<file path="config.mk">
export PLATFORM = sky130hd
export DESIGN_NAME = spi_pkt_master
export DESIGN_NICKNAME = d
export VERILOG_FILES = /design/src/rtl/spi_pkt_pkg.sv /design/src/rtl/spi_pkt_ctrl.sv /design/src/rtl/spi_pkt_dp.sv /design/src/rtl/spi_pkt_master.sv
export SDC_FILE = /design/constraint.sdc
export NUM_CORES = 1
export LEC_CHECK = 0
export ABC_AREA = 1
export ABC_CLOCK_PERIOD_IN_PS = 3970
export BUFFER_PORTS_ARGS = -buffer_cell sky130_fd_sc_hd__buf_2
export CORE_MARGIN = 1.5
export CORE_UTILIZATION = 58
export DETAILED_ROUTE_END_ITERATION = 7
export PLACE_DENSITY = 0.81
export REMOVE_ABC_BUFFERS = 1
export SETUP_SLACK_MARGIN = 0.3
export SLEW_MARGIN = 20
export SYNTH_ARGS = -nofsm -noshare
export SYNTH_HDL_FRONTEND = slang
export SYNTH_SLANG_ARGS = --single-unit
export TNS_END_PERCENT = 100
</file>
<file path="constraint.sdc">
create_clock -name clk -period 3.97 [get_ports clk]
set_clock_uncertainty 0.1 [all_clocks]
set_input_delay 0.794 -clock clk [delete_from_list [all_inputs] [get_ports clk]]
set_output_delay 0.794 -clock clk [all_outputs]
set_load 0.005 [all_outputs]
</file>
<file path="src/rtl/spi_pkt_pkg.sv">
package spi_pkt_pkg;

  localparam int WORD_MAX  = 32;
  localparam int BITCNT_W  = $clog2(WORD_MAX) + 1;

  localparam logic [2:0] ADDR_CHAN = 3'd0;
  localparam logic [2:0] ADDR_CLK  = 3'd1;
  localparam logic [2:0] ADDR_MODE = 3'd2;
  localparam logic [2:0] ADDR_SEL  = 3'd3;
  localparam logic [2:0] ADDR_CNT  = 3'd4;

  typedef enum logic [1:0] {
    ST_IDLE  = 2'd0,
    ST_LOAD  = 2'd1,
    ST_SHIFT = 2'd2
  } seq_state_e;

  typedef struct packed {
    logic load;
    logic useTx;
    logic lead;
    logic trail;
    logic wordEnd;
    logic clear;
  } dp_strobe_t;

  function automatic logic [BITCNT_W-1:0] word_bits(input logic [1:0] sel);
    case (sel)
      2'd0:    word_bits = BITCNT_W'(8);
      2'd1:    word_bits = BITCNT_W'(16);
      default: word_bits = BITCNT_W'(32);
    endcase
  endfunction

endpackage

</file>
<file path="src/rtl/spi_pkt_ctrl.sv">
module spi_pkt_ctrl
  import spi_pkt_pkg::*;
#(
  parameter int DATA_W = 32,
  parameter int PSR_W  = 8,
  parameter int CNT_W  = 16,
  parameter int ADDR_W = 3
) (
  input  logic              clk,
  input  logic              rstN,
  input  logic              regWrEn,
  input  logic [ADDR_W-1:0] regAddr,
  input  logic [DATA_W-1:0] regWrData,
  output logic [DATA_W-1:0] regRdData,
  input  logic              txValid,
  output logic              txReady,
  output logic              sclk,
  output logic              ssN,
  output logic              xferDone,
  output dp_strobe_t        strobe,
  output logic              cfgCphaOut,
  output logic [1:0]        wordSelOut
);

  localparam int MODE_CH_LO  = 29;
  localparam int MODE_BUS_LO = 17;

  // configuration state
  logic txOn, rxOn, cfgCpha, cfgCpol, slaveBit, swRst, hsEn;
  logic [PSR_W-1:0] clkPsr;
  logic             clkOutEn;
  logic [1:0]       modeChSel, modeBusSel;
  logic             selInactive, selAuto;

  // sequencer state
  seq_state_e            state;
  logic                  phase;
  logic [PSR_W-1:0]      halfCnt;
  logic [BITCNT_W-1:0]   bitCnt;
  logic [CNT_W-1:0]      pktCount;
  logic                  pktEnable;
  logic                  doneR;

  logic                  cntWr, startOk, tick, loadNow, lastBit;
  logic [BITCNT_W-1:0]   lastIdx;
  logic                  unusedWrBits;

  assign unusedWrBits = &{1'b0, regWrData};

  assign cntWr   = regWrEn && (regAddr == ADDR_W'(ADDR_CNT));
  assign startOk = pktEnable && (pktCount != '0) && rxOn && clkOutEn;
  assign lastIdx = word_bits(modeChSel) - BITCNT_W'(1);
  assign lastBit = (bitCnt == lastIdx);
  assign tick    = (state == ST_SHIFT) && clkOutEn && (halfCnt == clkPsr) && !swRst;
  assign loadNow = (state == ST_LOAD) && (!txOn || txValid) && !swRst;

  always_ff @(posedge clk or negedge rstN) begin
    if (!rstN) begin
      txOn <= 1'b0; rxOn <= 1'b0; cfgCpha <= 1'b0; cfgCpol <= 1'b0;
      slaveBit <= 1'b0; swRst <= 1'b0; hsEn <= 1'b0;
      clkPsr <= '0; clkOutEn <= 1'b0;
      modeChSel <= 2'd0; modeBusSel <= 2'd0;
      selInactive <= 1'b1; selAuto <= 1'b0;
    end else if (regWrEn) begin
      case (regAddr)
        ADDR_W'(ADDR_CHAN): begin
          txOn     <= regWrData[0];
          rxOn     <= regWrData[1];
          cfgCpha  <= regWrData[2];
          cfgCpol  <= regWrData[3];
          slaveBit <= regWrData[4];
          swRst    <= regWrData[5];
          hsEn     <= regWrData[6] & ~regWrData[2];
        end
        ADDR_W'(ADDR_CLK): begin
          clkPsr   <= regWrData[PSR_W-1:0];
          clkOutEn <= regWrData[PSR_W];
        end
        ADDR_W'(ADDR_MODE): begin
          modeChSel  <= regWrData[MODE_CH_LO+1:MODE_CH_LO];
          modeBusSel <= regWrData[MODE_BUS_LO+1:MODE_BUS_LO];
        end
        ADDR_W'(ADDR_SEL): begin
          selInactive <= regWrData[0];
          selAuto     <= regWrData[1];
        end
        default: ;
      endcase
    end
  end

  always_ff @(posedge clk or negedge rstN) begin
    if (!rstN) begin
      state <= ST_IDLE; phase <= 1'b0; halfCnt <= '0; bitCnt <= '0;
      pktCount <= '0; pktEnable <= 1'b0; doneR <= 1'b0;
    end else begin
      doneR <= 1'b0;
      if (swRst) begin
        state <= ST_IDLE; phase <= 1'b0; halfCnt <= '0; bitCnt <= '0;
        pktCount <= '0; pktEnable <= 1'b0;
      end else begin
        case (state)
          ST_IDLE: begin
            if (cntWr) begin
              pktCount  <= regWrData[CNT_W-1:0];
              pktEnable <= regWrData[CNT_W];
            end else if (startOk) begin
              state <= ST_LOAD;
            end
          end
          ST_LOAD: begin
            if (loadNow) begin
              state <= ST_SHIFT; phase <= 1'b0; halfCnt <= '0; bitCnt <= '0;
            end
          end
          ST_SHIFT: begin
            if (clkOutEn) begin
              if (tick) begin
                halfCnt <= '0;
                phase   <= ~phase;
                if (phase) begin
                  if (lastBit) begin
                    pktCount <= pktCount - CNT_W'(1);
                    if (pktCount == CNT_W'(1)) begin
                      doneR     <= 1'b1;
                      pktEnable <= 1'b0;
                      state     <= ST_IDLE;
                    end else begin
                      state <= ST_LOAD;
                    end
                  end else begin
                    bitCnt <= bitCnt + BITCNT_W'(1);
                  end
                end
              end else begin
                halfCnt <= halfCnt + PSR_W'(1);
              end
            end
          end
          default: state <= ST_IDLE;
        endcase
      end
    end
  end

  always_comb begin
    strobe.load    = loadNow;
    strobe.useTx   = txOn;
    strobe.lead    = tick && !phase;
    strobe.trail   = tick && phase;
    strobe.wordEnd = tick && phase && lastBit;
    strobe.clear   = swRst;
  end

  always_comb begin
    regRdData = '0;
    case (regAddr)
      ADDR_W'(ADDR_CHAN): regRdData[6:0] = {hsEn, swRst, slaveBit, cfgCpol, cfgCpha, rxOn, txOn};
      ADDR_W'(ADDR_CLK): begin
        regRdData[PSR_W-1:0] = clkPsr;
        regRdData[PSR_W]     = clkOutEn;
      end
      ADDR_W'(ADDR_MODE): begin
        regRdData[MODE_CH_LO+1:MODE_CH_LO]   = modeChSel;
        regRdData[MODE_BUS_LO+1:MODE_BUS_LO] = modeBusSel;
      end
      ADDR_W'(ADDR_SEL): regRdData[1:0] = {selAuto, selInactive};
      ADDR_W'(ADDR_CNT): begin
        regRdData[CNT_W-1:0] = pktCount;
        regRdData[CNT_W]     = pktEnable;
      end
      default: ;
    endcase
  end

  assign txReady    = (state == ST_LOAD) && txOn && !swRst;
  assign sclk       = cfgCpol ^ phase;
  assign ssN        = selAuto ? (state == ST_IDLE) : selInactive;
  assign xferDone   = doneR;
  assign cfgCphaOut = cfgCpha;
  assign wordSelOut = modeChSel;

  // outside a transfer the clock rests at the polarity level
  p_idle_level_r3: assert property (@(posedge clk) disable iff (!rstN)
    (state == ST_IDLE) |-> (sclk == cfgCpol));

  // the done pulse leaves the counter empty and disarmed
  p_done_empty_r8: assert property (@(posedge clk) disable iff (!rstN)
    xferDone |-> (pktCount == '0 && !pktEnable));

  // during a transfer the count only holds or steps down by one
  p_busy_count_r9: assert property (@(posedge clk) disable iff (!rstN)
    (state != ST_IDLE && !swRst) |=>
      (pktCount == $past(pktCount) || pktCount == $past(pktCount) - CNT_W'(1)));

  // high-speed option never coexists with phase 1
  p_hs_phase_r12: assert property (@(posedge clk) disable iff (!rstN)
    hsEn |-> !cfgCpha);

  // no transmit handshake when transmit is off
  p_tx_gate_r7: assert property (@(posedge clk) disable iff (!rstN)
    txReady |-> txOn);

endmodule

</file>
<file path="src/rtl/spi_pkt_dp.sv">
module spi_pkt_dp
  import spi_pkt_pkg::*;
#(
  parameter int DATA_W = 32
) (
  input  logic              clk,
  input  logic              rstN,
  input  dp_strobe_t        strobe,
  input  logic              cfgCpha,
  input  logic [1:0]        wordSel,
  input  logic [DATA_W-1:0] txData,
  input  logic              miso,
  output logic              mosi,
  output logic              rxValid,
  output logic [DATA_W-1:0] rxData
);

  logic [DATA_W-1:0]   txShift, rxShift, aligned;
  logic [BITCNT_W-1:0] nBits;

  assign nBits   = word_bits(wordSel);
  assign aligned = strobe.useTx ? (txData << (DATA_W - int'(nBits))) : '0;

  always_ff @(posedge clk or negedge rstN) begin
    if (!rstN) begin
      txShift <= '0; rxShift <= '0; mosi <= 1'b0;
      rxValid <= 1'b0; rxData <= '0;
    end else begin
      rxValid <= 1'b0;
      if (strobe.clear) begin
        txShift <= '0; rxShift <= '0; mosi <= 1'b0;
      end else if (strobe.load) begin
        rxShift <= '0;
        if (!cfgCpha) begin
          mosi    <= aligned[DATA_W-1];
          txShift <= aligned << 1;
        end else begin
          txShift <= aligned;
        end
      end else begin
        if (strobe.lead) begin
          if (!cfgCpha) begin
            rxShift <= {rxShift[DATA_W-2:0], miso};
          end else begin
            mosi    <= txShift[DATA_W-1];
            txShift <= txShift << 1;
          end
        end
        if (strobe.trail) begin
          if (cfgCpha) begin
            rxShift <= {rxShift[DATA_W-2:0], miso};
          end else begin
            mosi    <= txShift[DATA_W-1];
            txShift <= txShift << 1;
          end
        end
        if (strobe.wordEnd) begin
          rxValid <= 1'b1;
          rxData  <= cfgCpha ? {rxShift[DATA_W-2:0], miso} : rxShift;
        end
      end
    end
  end

  // each word ends in a single-cycle receive strobe
  p_rx_single_r6: assert property (@(posedge clk) disable iff (!rstN)
    rxValid |=> !rxValid);

  // a reset in progress never produces a received word next cycle
  p_clear_quiet_r10: assert property (@(posedge clk) disable iff (!rstN)
    strobe.clear |=> !rxValid);

endmodule

</file>
<file path="src/rtl/spi_pkt_master.sv">
module spi_pkt_master
  import spi_pkt_pkg::*;
#(
  parameter int DATA_W = 32,
  parameter int PSR_W  = 8,
  parameter int CNT_W  = 16,
  parameter int ADDR_W = 3
) (
  input  logic              clk,
  input  logic              rstN,
  input  logic              regWrEn,
  input  logic [ADDR_W-1:0] regAddr,
  input  logic [DATA_W-1:0] regWrData,
  output logic [DATA_W-1:0] regRdData,
  input  logic              txValid,
  input  logic [DATA_W-1:0] txData,
  output logic              txReady,
  output logic              rxValid,
  output logic [DATA_W-1:0] rxData,
  output logic              sclk,
  output logic              mosi,
  input  logic              miso,
  output logic              ssN,
  output logic              xferDone
);

  dp_strobe_t strobe;
  logic       cfgCpha;
  logic [1:0] wordSel;

  spi_pkt_ctrl #(.DATA_W(DATA_W), .PSR_W(PSR_W), .CNT_W(CNT_W), .ADDR_W(ADDR_W)) u_ctrl (
    .clk(clk), .rstN(rstN), .regWrEn(regWrEn), .regAddr(regAddr),
    .regWrData(regWrData), .regRdData(regRdData), .txValid(txValid),
    .txReady(txReady), .sclk(sclk), .ssN(ssN), .xferDone(xferDone),
    .strobe(strobe), .cfgCphaOut(cfgCpha), .wordSelOut(wordSel)
  );

  spi_pkt_dp #(.DATA_W(DATA_W)) u_dp (
    .clk(clk), .rstN(rstN), .strobe(strobe), .cfgCpha(cfgCpha),
    .wordSel(wordSel), .txData(txData), .miso(miso), .mosi(mosi),
    .rxValid(rxValid), .rxData(rxData)
  );

endmodule

</file>
After elaboration in Yosys (flattened, before gate mapping)

Cells that the tools add are included.
W data, S select, Z words.

Shift-type cells: 1
Add/sub/neg operators: 5
Reductions and logical operators: 35
Bitwise logic cells: 6
Mux-type cells: 82
Equal/unequal tests: 21

Operator list:

| kind                    | count |
|---|---|
| $mux W32                | 15 |
| $mux W16                | 6 |
| $mux W8                 | 5 |
| $mux W6                 | 6 |
| $pmux W16 S2            | 1 |
| $shl A32 B32 Y32        | 1 |
| $mux W1                 | 30 |
| $pmux W6 S2             | 2 |
| $ne A3 B1 Y1 const B    | 7 |
| $mux W2                 | 10 |
| $eq A16 B1 Y1 const B   | 1 |
| $pmux W8 S2             | 1 |
| $reduce_bool A16 Y1     | 1 |
| $sub A16 B1 Y16 const B | 1 |
| $pmux W5 S3             | 1 |
| $logic_and A1 B1 Y1     | 14 |
| $reduce_and A7 Y1       | 2 |
| $reduce_and A6 Y1       | 2 |
| $ne A3 B2 Y1 const B    | 3 |
| $add A8 B1 Y8 const B   | 1 |
| $eq A8 B8 Y1            | 1 |
| $pmux W2 S4             | 1 |
| $reduce_and A2 Y1       | 4 |
| $sub A6 B6 Y7 const A   | 1 |
| 22 further kinds        | 33 |

Output and inout port bits: 70
Logic and storage cells: 175
Input bits: 72
Register bits after elaboration: 155

Logic depth before layout (Yosys ltp)

Gate-level depths: netlist of run 1.

Word-level depth: 10
Depth in mapped cells: 17
Gate-level depth less buffers: 14

Modules after synthesis

A second synthesis of run 1 with hierarchy kept.

Cells, all modules: 1265
Area, all modules: 9095.0 sq um

By module, submodules not included:

| module       | cells each | area an instance (sq um) | instances | sequential area each (sq um) |
|---|---|---|---|---|
| spi_pkt_dp   | 692        | 5211.2                   | 1         | 2452.4 |
| spi_pkt_ctrl | 573        | 3883.7                   | 1         | 1427.6 |

Worst setup path before layout of run 1

Ideal clock, no wire load.

Path type: register to register
Start: register u_ctrl.modeChSel[1] (netlist: u_ctrl.wordSelOut[1])
End: register u_ctrl.pktCount[11]
Clock period less this slack: 2.833 ns
Library setup time: 0.123 ns
Path buffers: 4
Cell stages (with the launch flop): 17
Path slack: 1.137 ns
Arrival time: 2.610 ns
Required time: 3.747 ns
Cell sequence: dfrtp_1 nor2_2 inv_1 buf_2 buf_2 ha_1 buf_4 inv_2 a21oi_1 o21ai_1 nor3_4 nand2_2 nand2_4 nand2_4 clkinv_4 buf_6 o21ai_1

Word-level cells in the longest chain between the ends: 6
Elaborated cells between the ends (all ways): 7
Those cells by class: add/sub (1); eq/ne (3); mux (1); reduce/logical (2)

Ends and longest elaborated chain:

| element                                          | RTL line            | RTL |
|---|---|---|
| start, declared                                  | spi_pkt_ctrl.sv:32  | `logic [1:0] modeChSel, modeBusSel;` |
| start signal, assigned                           | spi_pkt_ctrl.sv:80  | `modeChSel <= regWrData[MODE_CH_LO+1:MODE_CH_LO];` |
| $eq A2 B1 Y1 or $logic_not A2 Y1 (tied branches) | spi_pkt_pkg.sv:28   | `case (sel)` |
| $pmux W6 S2 (*)                                  | spi_pkt_pkg.sv:28   |  |
| $sub A6 B1 Y6 (*)                                | spi_pkt_ctrl.sv:52  | `assign lastIdx = word_bits(modeChSel) - BITCNT_W'(1);` |
| $eq A6 B6 Y1 (*)                                 | spi_pkt_ctrl.sv:53  | `assign lastBit = (bitCnt == lastIdx);` |
| $ne A3 B1 Y1 (no source line) (*)                | --                  |  |
| $reduce_and A6 Y1 (no source line) (*)           | --                  |  |
| end signal, assigned                             | spi_pkt_ctrl.sv:105 | `pktCount <= regWrData[CNT_W-1:0];` |
| end signal, assigned                             | spi_pkt_ctrl.sv:123 | `pktCount <= pktCount - CNT_W'(1);` |
| end, declared                                    | spi_pkt_ctrl.sv:40  | `logic [CNT_W-1:0] pktCount;` |

Every way passes the cells marked *; elsewhere a longest branch is shown, timed or not.
A chain may end at the register's enable or synchronous reset.

Worst setup path after layout of run 1

Start: register u_ctrl.modeChSel[1] (netlist: u_ctrl.wordSelOut[1])
End: register u_dp.txShift[14]

Word-level cells in the longest chain between the ends: 8
Elaborated cells between the ends (all ways): 9
Those cells by class: add/sub (1); eq/ne (1); shift (1); mux (5); reduce/logical (1)

Ends and longest elaborated chain:

| element                                          | RTL line          | RTL |
|---|---|---|
| $eq A2 B1 Y1 or $logic_not A2 Y1 (tied branches) | spi_pkt_pkg.sv:28 |  |
| $pmux W6 S2 (*)                                  | spi_pkt_pkg.sv:28 |  |
| $sub A6 B6 Y7 (*)                                | spi_pkt_dp.sv:22  | `assign aligned = strobe.useTx ? (txData << (DATA_W - int'(nBits))) : '0;` |
| $shl A32 B32 Y32 (*)                             | spi_pkt_dp.sv:22  |  |
| $mux W32 (*)                                     | spi_pkt_dp.sv:22  |  |
| $mux W32 (*)                                     | spi_pkt_dp.sv:34  | `if (!cfgCpha) begin` |
| $mux W32 (*)                                     | spi_pkt_dp.sv:32  | `end else if (strobe.load) begin` |
| $mux W32 (*)                                     | spi_pkt_dp.sv:30  | `if (strobe.clear) begin` |
| end signal, assigned                             | spi_pkt_dp.sv:36  | `txShift <= aligned << 1;` |
| end signal, assigned                             | spi_pkt_dp.sv:38  | `txShift <= aligned;` |
| end signal, assigned                             | spi_pkt_dp.sv:46  | `txShift <= txShift << 1;` |
| end, declared                                    | spi_pkt_dp.sv:18  | `logic [DATA_W-1:0] txShift, rxShift, aligned;` |

Marks and branches as above.

==> results of run 1 <==
-- layout make-up --
| cell class | instances | share of cell area, % |
|---|---|---|
| clock buffers | 22 | 4.379 |
| flip-flops and latches | 155 | 35.83 |
| well taps | 216 | 2.496 |
| multi-input cells | 934 | 42.93 |
| inverters | 197 | 6.875 |
| clock inverters | 9 | 1.051 |
| repair buffers | 130 | 6.436 |
-- cell usage after synthesis (all sizes together) --
cell	number	area share, %
a21boi	1	0.078
a21oi	62	3.3
a221oi	2	0.18
a22o	1	0.091
a22oi	7	0.55
a2bb2oi	1	0.091
a31oi	4	0.26
and2	1	0.078
buf	44	2.9
clkbuf	30	1.2
clkinv	3	0.17
conb	1	0.039
dfrtp	154	40
dfstp	1	0.27
ha	11	1.4
inv	194	7.6
mux2i	1	0.10
nand2	357	14
nand3	44	2.4
nand4	17	1.3
nor2	129	5.4
nor3	15	0.90
nor3b	3	0.40
nor4	5	0.33
o2111ai	1	0.091
o211ai	23	1.8
o21ai	152	8.3
o21bai	30	2.3
o221ai	5	0.46
o22ai	37	2.4
o31ai	1	0.078
xnor2	3	0.27
xor2	10	0.91
-- final timing paths --
check / start / cells past startpoint / to / slack [ns]
worst max-delay path: u_ctrl.wordSelOut[1] / 10 / u_dp.txShift[14] / 0.76
worst min-delay path: rstN / 1 / u_dp.rxData[23] / 0.19
worst max register to register: u_ctrl.wordSelOut[1] / 10 / u_dp.txShift[14] / 0.76
worst min register to register: u_dp.rxData[7] / 2 / u_dp.rxData[7] / 0.38
max in group asynchronous: rstN / 2 / u_dp.txShift[27] / 2.64
min in group clk: u_dp.rxData[7] / 2 / u_dp.rxData[7] / 0.38
-- stage by stage --
stage,instance area (µm²),cells
floorplan,9261,1286
global placement,10240,1632
detailed placement,10240,1632
CTS,10830,1663
global route,10830,1663
finish,10830,1663
-- cell usage in the layout, fill, tap and decap left out, drive strengths merged, types with 23 or more instances in the layout --
cell type,instances
o211ai,23
nand2,357
a21oi,62
dfrtp,154
nor2,129
o22ai,37
o21bai,30
buf,130
o21ai,152
inv,195
nand3,44
-- state kept, by name (all words and copies together), names as in the netlist, 2 cells and up --
register           count
u_ctrl.modeBusSel      2
u_ctrl.pktCount       16
u_ctrl.halfCnt         8
u_ctrl.bitCnt          6
u_ctrl.state           2
u_dp.rxData           32
u_ctrl.clkPsr          8
u_dp.txShift          32
u_dp.rxShift          32
u_ctrl.wordSelOut      2
-- where the power goes --
part / total, µW / switching (µW) / internal, µW
combinational: 1830 / 1270 / 561
clock: 1630 / 657 / 974
sequential: 1980 / 187 / 1790
total: 5440 / 2110 / 3330
-- routing by layer --
metal  track usage [%]  vias to the layer above
met1             38.17                     4224
met3             5.075                       50
met5                 0                        -
li1                  -                     4532
met4             10.31                        0
met2             44.77                      376
-- worst reg2reg max path, delay by kind of cell, from the launching register on --
family          cells  cell delay (ns)
buf+inv             2             0.39
compound gates      2             0.42
fa+ha+maj           1             0.22
flops               1             0.41
xor+xnor            1             0.14
simple gates        4             1.44
-- logic make-up after synthesis --
logic type,after synthesis,share of synthesized area [%]
buffers and inverters,271,11.85
other,1,0.03898
multiplexers,1,0.1041
adder cells (fa/ha/maj),11,1.431
AO/OA/AOI/OAI,327,19.94
flip-flops,155,40.34
XOR/XNOR,13,1.184
AND/OR/NAND/NOR,571,25.12
==> impl_results.md, run 1 <==
* Status: finished clean
* DR WL/cell at 14.31 µm
* Total area of multi-input combinational cells at 0.004649 mm²
* Filler cell count at 1370
* Crit share post-route at 80.79%
* Met3 WL at 1.662 mm
* Total power at 5439 µW
* Top Ports at 142
* Worst slack, placed at 0.8635 ns
* Most common cell on crit path: nand2_1
* Hold crit path type: in -> async
* CTS tree: yes
* Number of global-route vias before repair at 8414
* Drt first pass iters at 5
* Slew Viols, Final at 0
* Crit path required time at 4.22 ns
* Cts bufs inserted at 17
* Via-to-Cell Ratio at 5.521
* # H-tree levels at 4
* Cell variety after synth at 51
* Setup ws final at 0.7627 ns
* CP arrival at 3.45 ns
* Area of the die at 0.01737 mm²
* Yosys Warn Count at 0
* Num rows at 46
* DP HPWL at 16.09 mm
* Max Fclk at 0.3118 GHz
* CP endpoint kind: register
* Critical Path Source Type: register
* Cts hold-fix bufs at 0
* RSZ-0062 raised after global routing: false
* Die W at 131.8 µm
* Die height at 131.8 µm
* Fin. Hold Viols at 0
* Core area at 0.01606 mm²
* Congestion Overflow GR at 0
* Clk slew on worst S/H paths at 0.06 ns
* Total negative slack at 0 ns
* Ratio of cells with drive above 1 in the final layout at 13.96%
* Initial antenna violation count at 0
* IO buf count at 119
* Worst rel slew slack at 24.17%
* Seq/Total Area, Yosys at 40.34%
* Antenna Cells at 0
* CTS Sinks at 155
* Mapped Area at 0.009619 mm²
* CTS Root Cell: clkbuf_16
* Final nets at 1518
* Mean area per synthesized cell at 7.125 µm²
* CP max FO at 26
* Top Layer Used: met4
* Gp weighted congestion at 0.9145
* Area delta synth->final at 12.58%
* CP bufs+invs at 2
* Final core occ at 67.44%
* Via count at 9182
* WL met2 at 11.06 mm
* Worst-Skew Late Latency at 0.43 ns
* Initial Util at 59.90%
* Antenna viol nets, final at 0
* Max-cap violations at 0
* Pleak at 0.005281 µW
* Postcts setup bufs at 0
* Worst path slowest cell: nor2_1
* Overall routed net length at 23.80 mm
* Register area at 0.003880 mm²
* Largest stage delay on the critical path at 0.87 ns
* Largest net degree at the start of global routing at 66
* Flops & latches, synth at 155
* Cell family with most CP delay: simple AND/OR/NAND/NOR gates
* Finish-stage setup viols at 0
* Gr usage total at 27.96%
* Clock Path Buffers at 2
* Power per cell area at 502.3 mW/mm²
* Worst hold slack at 0.1911 ns
* Detailed router's first-iteration violation count at 1002
* Met1 wire length at 10.57 mm
* VDD IR max at 481.7 µV
* # DRC at 0
* Critical Path, Cell by Cell: nor2_2 > buf_4 > inv_1 > ha_1 > xnor2_1 > nand2_1 > nor2_1 > nand2_1 > o22ai_1 > o21bai_1
* Final min period at 3.207 ns
* CTS resizes at 0
* Least-Margin Pin Slew at 1.133 ns
* Post-Synthesis Cells at 1350
* First-pass GRT wire length at 39.90 mm
* Critical path type: reg -> reg
(Power assumes the default switching activity.)
==> inputs of run 2 (changes only) <==
--- a/config.mk
+++ b/config.mk
@@ -6,12 +6,12 @@
 export NUM_CORES = 1
 export LEC_CHECK = 0
 export ABC_AREA = 1
-export ABC_CLOCK_PERIOD_IN_PS = 3970
+export ABC_CLOCK_PERIOD_IN_PS = 2600
 export BUFFER_PORTS_ARGS = -buffer_cell sky130_fd_sc_hd__buf_2
 export CORE_MARGIN = 1.5
-export CORE_UTILIZATION = 58
+export CORE_UTILIZATION = 53
 export DETAILED_ROUTE_END_ITERATION = 7
-export PLACE_DENSITY = 0.81
+export PLACE_DENSITY = 0.78
 export REMOVE_ABC_BUFFERS = 1
 export SETUP_SLACK_MARGIN = 0.3
 export SLEW_MARGIN = 20
==> constraint.sdc (replaced) <==
create_clock -name clk -period 2.6 [get_ports clk]
set_clock_uncertainty 0.1 [all_clocks]
set_input_delay 0.52 -clock clk [delete_from_list [all_inputs] [get_ports clk]]
set_output_delay 0.52 -clock clk [all_outputs]
set_load 0.005 [all_outputs]
==> run 2 against run 1 <==
- sequential cell count is the same
- wire length increased by 18%
- clock power is 82% higher
- die area increased by 9.2%
- first-iteration DRC count rose by 9.5%
- core utilization is 0.59 points higher
- non-clock buffer count grew 73
- sequential share of layout area decreased by 4.0 points
- total power up 73%
- critical path depth is 4 higher
==> impl_results.md, run 2 (same netlist as run 1, synthesis figures left out) <==
* Gr usage total at 28.52% (was 27.96%)
* CP arrival at 2.57 ns (was 3.45 ns)
* Clk slew on worst S/H paths at 0.07 ns (was 0.06 ns)
* First-pass GRT wire length at 42.74 mm (was 39.90 mm)
* Via-to-Cell Ratio at 5.643 (was 5.521)
* Via count at 9898 (was 9182)
* Biggest registers after layout: u_dp.rxData: 32 flops, u_dp.rxShift: 32 flops, u_dp.txShift: 32 flops (unchanged)
* Hold crit path type: in -> reg (was in -> async)
* Crit path required time at 2.82 ns (was 4.22 ns)
* Worst-Skew Late Latency at 0.44 ns (was 0.43 ns)
* Overall routed net length at 28.02 mm (was 23.80 mm)
* Clock Path Buffers at 2 (unchanged)
* Worst reg2reg path depth at 14 (was 10)
* RSZ-0062 raised after global routing: true (was false)
* Worst rel slew slack at 62.34% (was 24.17%)
* # H-tree levels at 4 (unchanged)
* Total area of multi-input combinational cells at 0.004996 mm² (was 0.004649 mm²)
* VDD IR max at 628.9 µV (was 481.7 µV)
* Initial antenna violation count at 0 (unchanged)
* Congestion Overflow GR at 0 (unchanged)
* Area delta synth->final at 26.61% (was 12.58%)
* Number of global-route vias before repair at 8782 (was 8414)
* IO buf count at 119 (unchanged)
* Pleak at 0.005869 µW (was 0.005281 µW)
* Ratio of cells with drive above 1 in the final layout at 22.56% (was 13.96%)
* Clock share of power at 31.4% (was 30.0%)
* Combinational Power Share at 36.5% (was 33.6%)
* Critical path type: reg -> reg (unchanged)
* Setup ws final at 0.2527 ns (was 0.7627 ns)
* Final nets at 1595 (was 1518)
* Cell Int Power at 5840 µW (was 3326 µW)
* Initial Util at 53.73% (was 59.90%)
* Status: finished clean (unchanged)
* Worst slack, placed at 0.1658 ns (was 0.8635 ns)
* Antenna viol nets, final at 0 (unchanged)
* Critical Path Source Type: register (unchanged)
* DP HPWL at 16.80 mm (was 16.09 mm)
* Area of the die at 0.01897 mm² (was 0.01737 mm²)
* Least-Margin Pin Slew at 0.5635 ns (was 1.133 ns)
* Core area at 0.01790 mm² (was 0.01606 mm²)
* Worst hold slack at 0.2302 ns (was 0.1911 ns)
* Register area at 0.003881 mm² (was 0.003880 mm²)
* Commonest non-fill, non-tap cell in the layout: nand2_1 (unchanged)
* Slew Viols, Final at 0 (unchanged)
* Die W at 137.7 µm (was 131.8 µm)
* CP max FO at 6 (was 26)
* DR WL/cell at 15.98 µm (was 14.31 µm)
* Max Fclk at 0.4260 GHz (was 0.3118 GHz)
* Crit share post-route at 90.28% (was 80.79%)
* Filler cell count at 1412 (was 1370)
* Net switching fraction of the power at 37.86% (was 38.86%)
* CTS tree: yes (unchanged)
* Commonest non-fill, non-tap cells in the layout: nand2_1 (336), inv_1 (179), dfrtp_1 (153) (was nand2_1 (348), inv_1 (187), dfrtp_1 (154))
* Largest net degree at the start of global routing at 57 (was 66)
* Fin. Hold Viols at 0 (unchanged)
* Cts bufs inserted at 17 (unchanged)
* # DRC at 0 (unchanged)
* Antenna Cells at 0 (unchanged)
* Top Ports at 142 (unchanged)
* Gp weighted congestion at 0.8916 (was 0.9145)
* NetSw at 3559 µW (was 2114 µW)
* Finish-stage setup viols at 0 (unchanged)
* CTS Root Cell: clkbuf_16 (unchanged)
* Num rows at 49 (was 46)
* CP endpoint kind: register (unchanged)
* Drt first pass iters at 6 (was 5)
* Power per cell area at 771.8 mW/mm² (was 502.3 mW/mm²)
* Final min period at 2.347 ns (was 3.207 ns)
* CTS Sinks at 155 (unchanged)
* Die height at 137.7 µm (was 131.8 µm)
* Max-cap violations at 0 (unchanged)
* Detailed router's first-iteration violation count at 1097 (was 1002)
* Final core occ at 68.03% (was 67.44%)
* Worst Hold Depth at 3
* Reg power frac at 32.1% (was 36.4%)
[run 2: changes by cell type in the layout (fill, tap and decap cells not counted), moves of 8 or more]
cell     change
buf_4       +44
nand2_1     -12
buf_6       +11
o21ai_2     +26
inv_1        -8
o21ai_1     -26
[run 2: routing by layer]
metal / GRT usage, % / vias to the layer above / part of all wire [%]
met3: 4.673 / 100 / 7.3
met5: 0 / - / 0
met2: 47.14 / 489 / 49
li1: - / 4694 / -
met1: 37.71 / 4615 / 41
met4: 10.53 / 0 / 3.4
[run 2: critical path: stages, from the launching register on]
cell,delay (ns)
dfrtp_1,0.41
inv_2,0.11
ha_4,0.16
nand2_4,0.05
a21oi_2,0.12
nand2_2,0.08
nor2_4,0.14
nand2_2,0.09
nor2_4,0.18
buf_6,0.14
nand3_4,0.12
buf_12,0.19
buf_16,0.14
o21ai_2,0.11
inv_1,0.05
[run 2: cell type report]
cell class | count | area share (%)
inverters | 197 | 6.298
flip-flops and latches | 155 | 31.87
multi-input cells | 936 | 41.02
repair inverters | 2 | 0.1027
repair buffers | 203 | 12.66
well taps | 229 | 2.353
clock inverters | 10 | 1.726
clock buffers | 22 | 3.976
[run 2: path summary, 6_finish.rpt]
path,slack [ns],end,from
min in group asynchronous,0.52,u_dp.rxShift[26],rstN
max in group asynchronous,1.14,u_ctrl.selInactive,rstN
max reg2reg,0.25,u_dp.rxData[25],u_ctrl.state[0]
min,0.23,u_ctrl.wordSelOut[1],regWrData[30]
max,0.25,u_dp.rxData[25],u_ctrl.state[0]
min reg2reg,0.38,u_dp.rxData[8],u_dp.rxData[8]
[run 2: power groups by stage]
| stage | combinational, µW | clock [µW] | sequential, µW |
|---|---|---|---|
| 6_report | 3430 | 2960 | 3010 |
| 3_5_place_dp | 2880 | 0 | 3030 |
| 2_1_floorplan | 1970 | 0 | 2990 |
| 4_1_cts | 3080 | 2950 | 2990 |
| 3_3_place_gp | 2800 | 0 | 3010 |
| 5_1_grt | 3790 | 3060 | 3040 |
[run 2: repair_timing]
action | in CTS | in global routing
endpoints found under the hold margin | 54 | 0
hold buffers | 1 | 0
resized for setup | 25 | 82
cloned | 6 | 6
pin swaps | 9 | 14
setup buffers | 16 | 27
endpoints found under the setup margin | 118 | 128
[run 2: metrics by stage]
stage | TNS [ns] | power (µW) | cell area, µm² | cells
3_5_place_dp | 0 | 5914 | 10470 | 1666
4_1_cts | 0 | 9024 | 11540 | 1721
6_report | 0 | 9399 | 12180 | 1754
2_1_floorplan | -98.68 | 4955 | 9261 | 1286
5_1_grt | 0 | 9892 | 12180 | 1754
3_3_place_gp | 0 | 5817 | 10470 | 1666
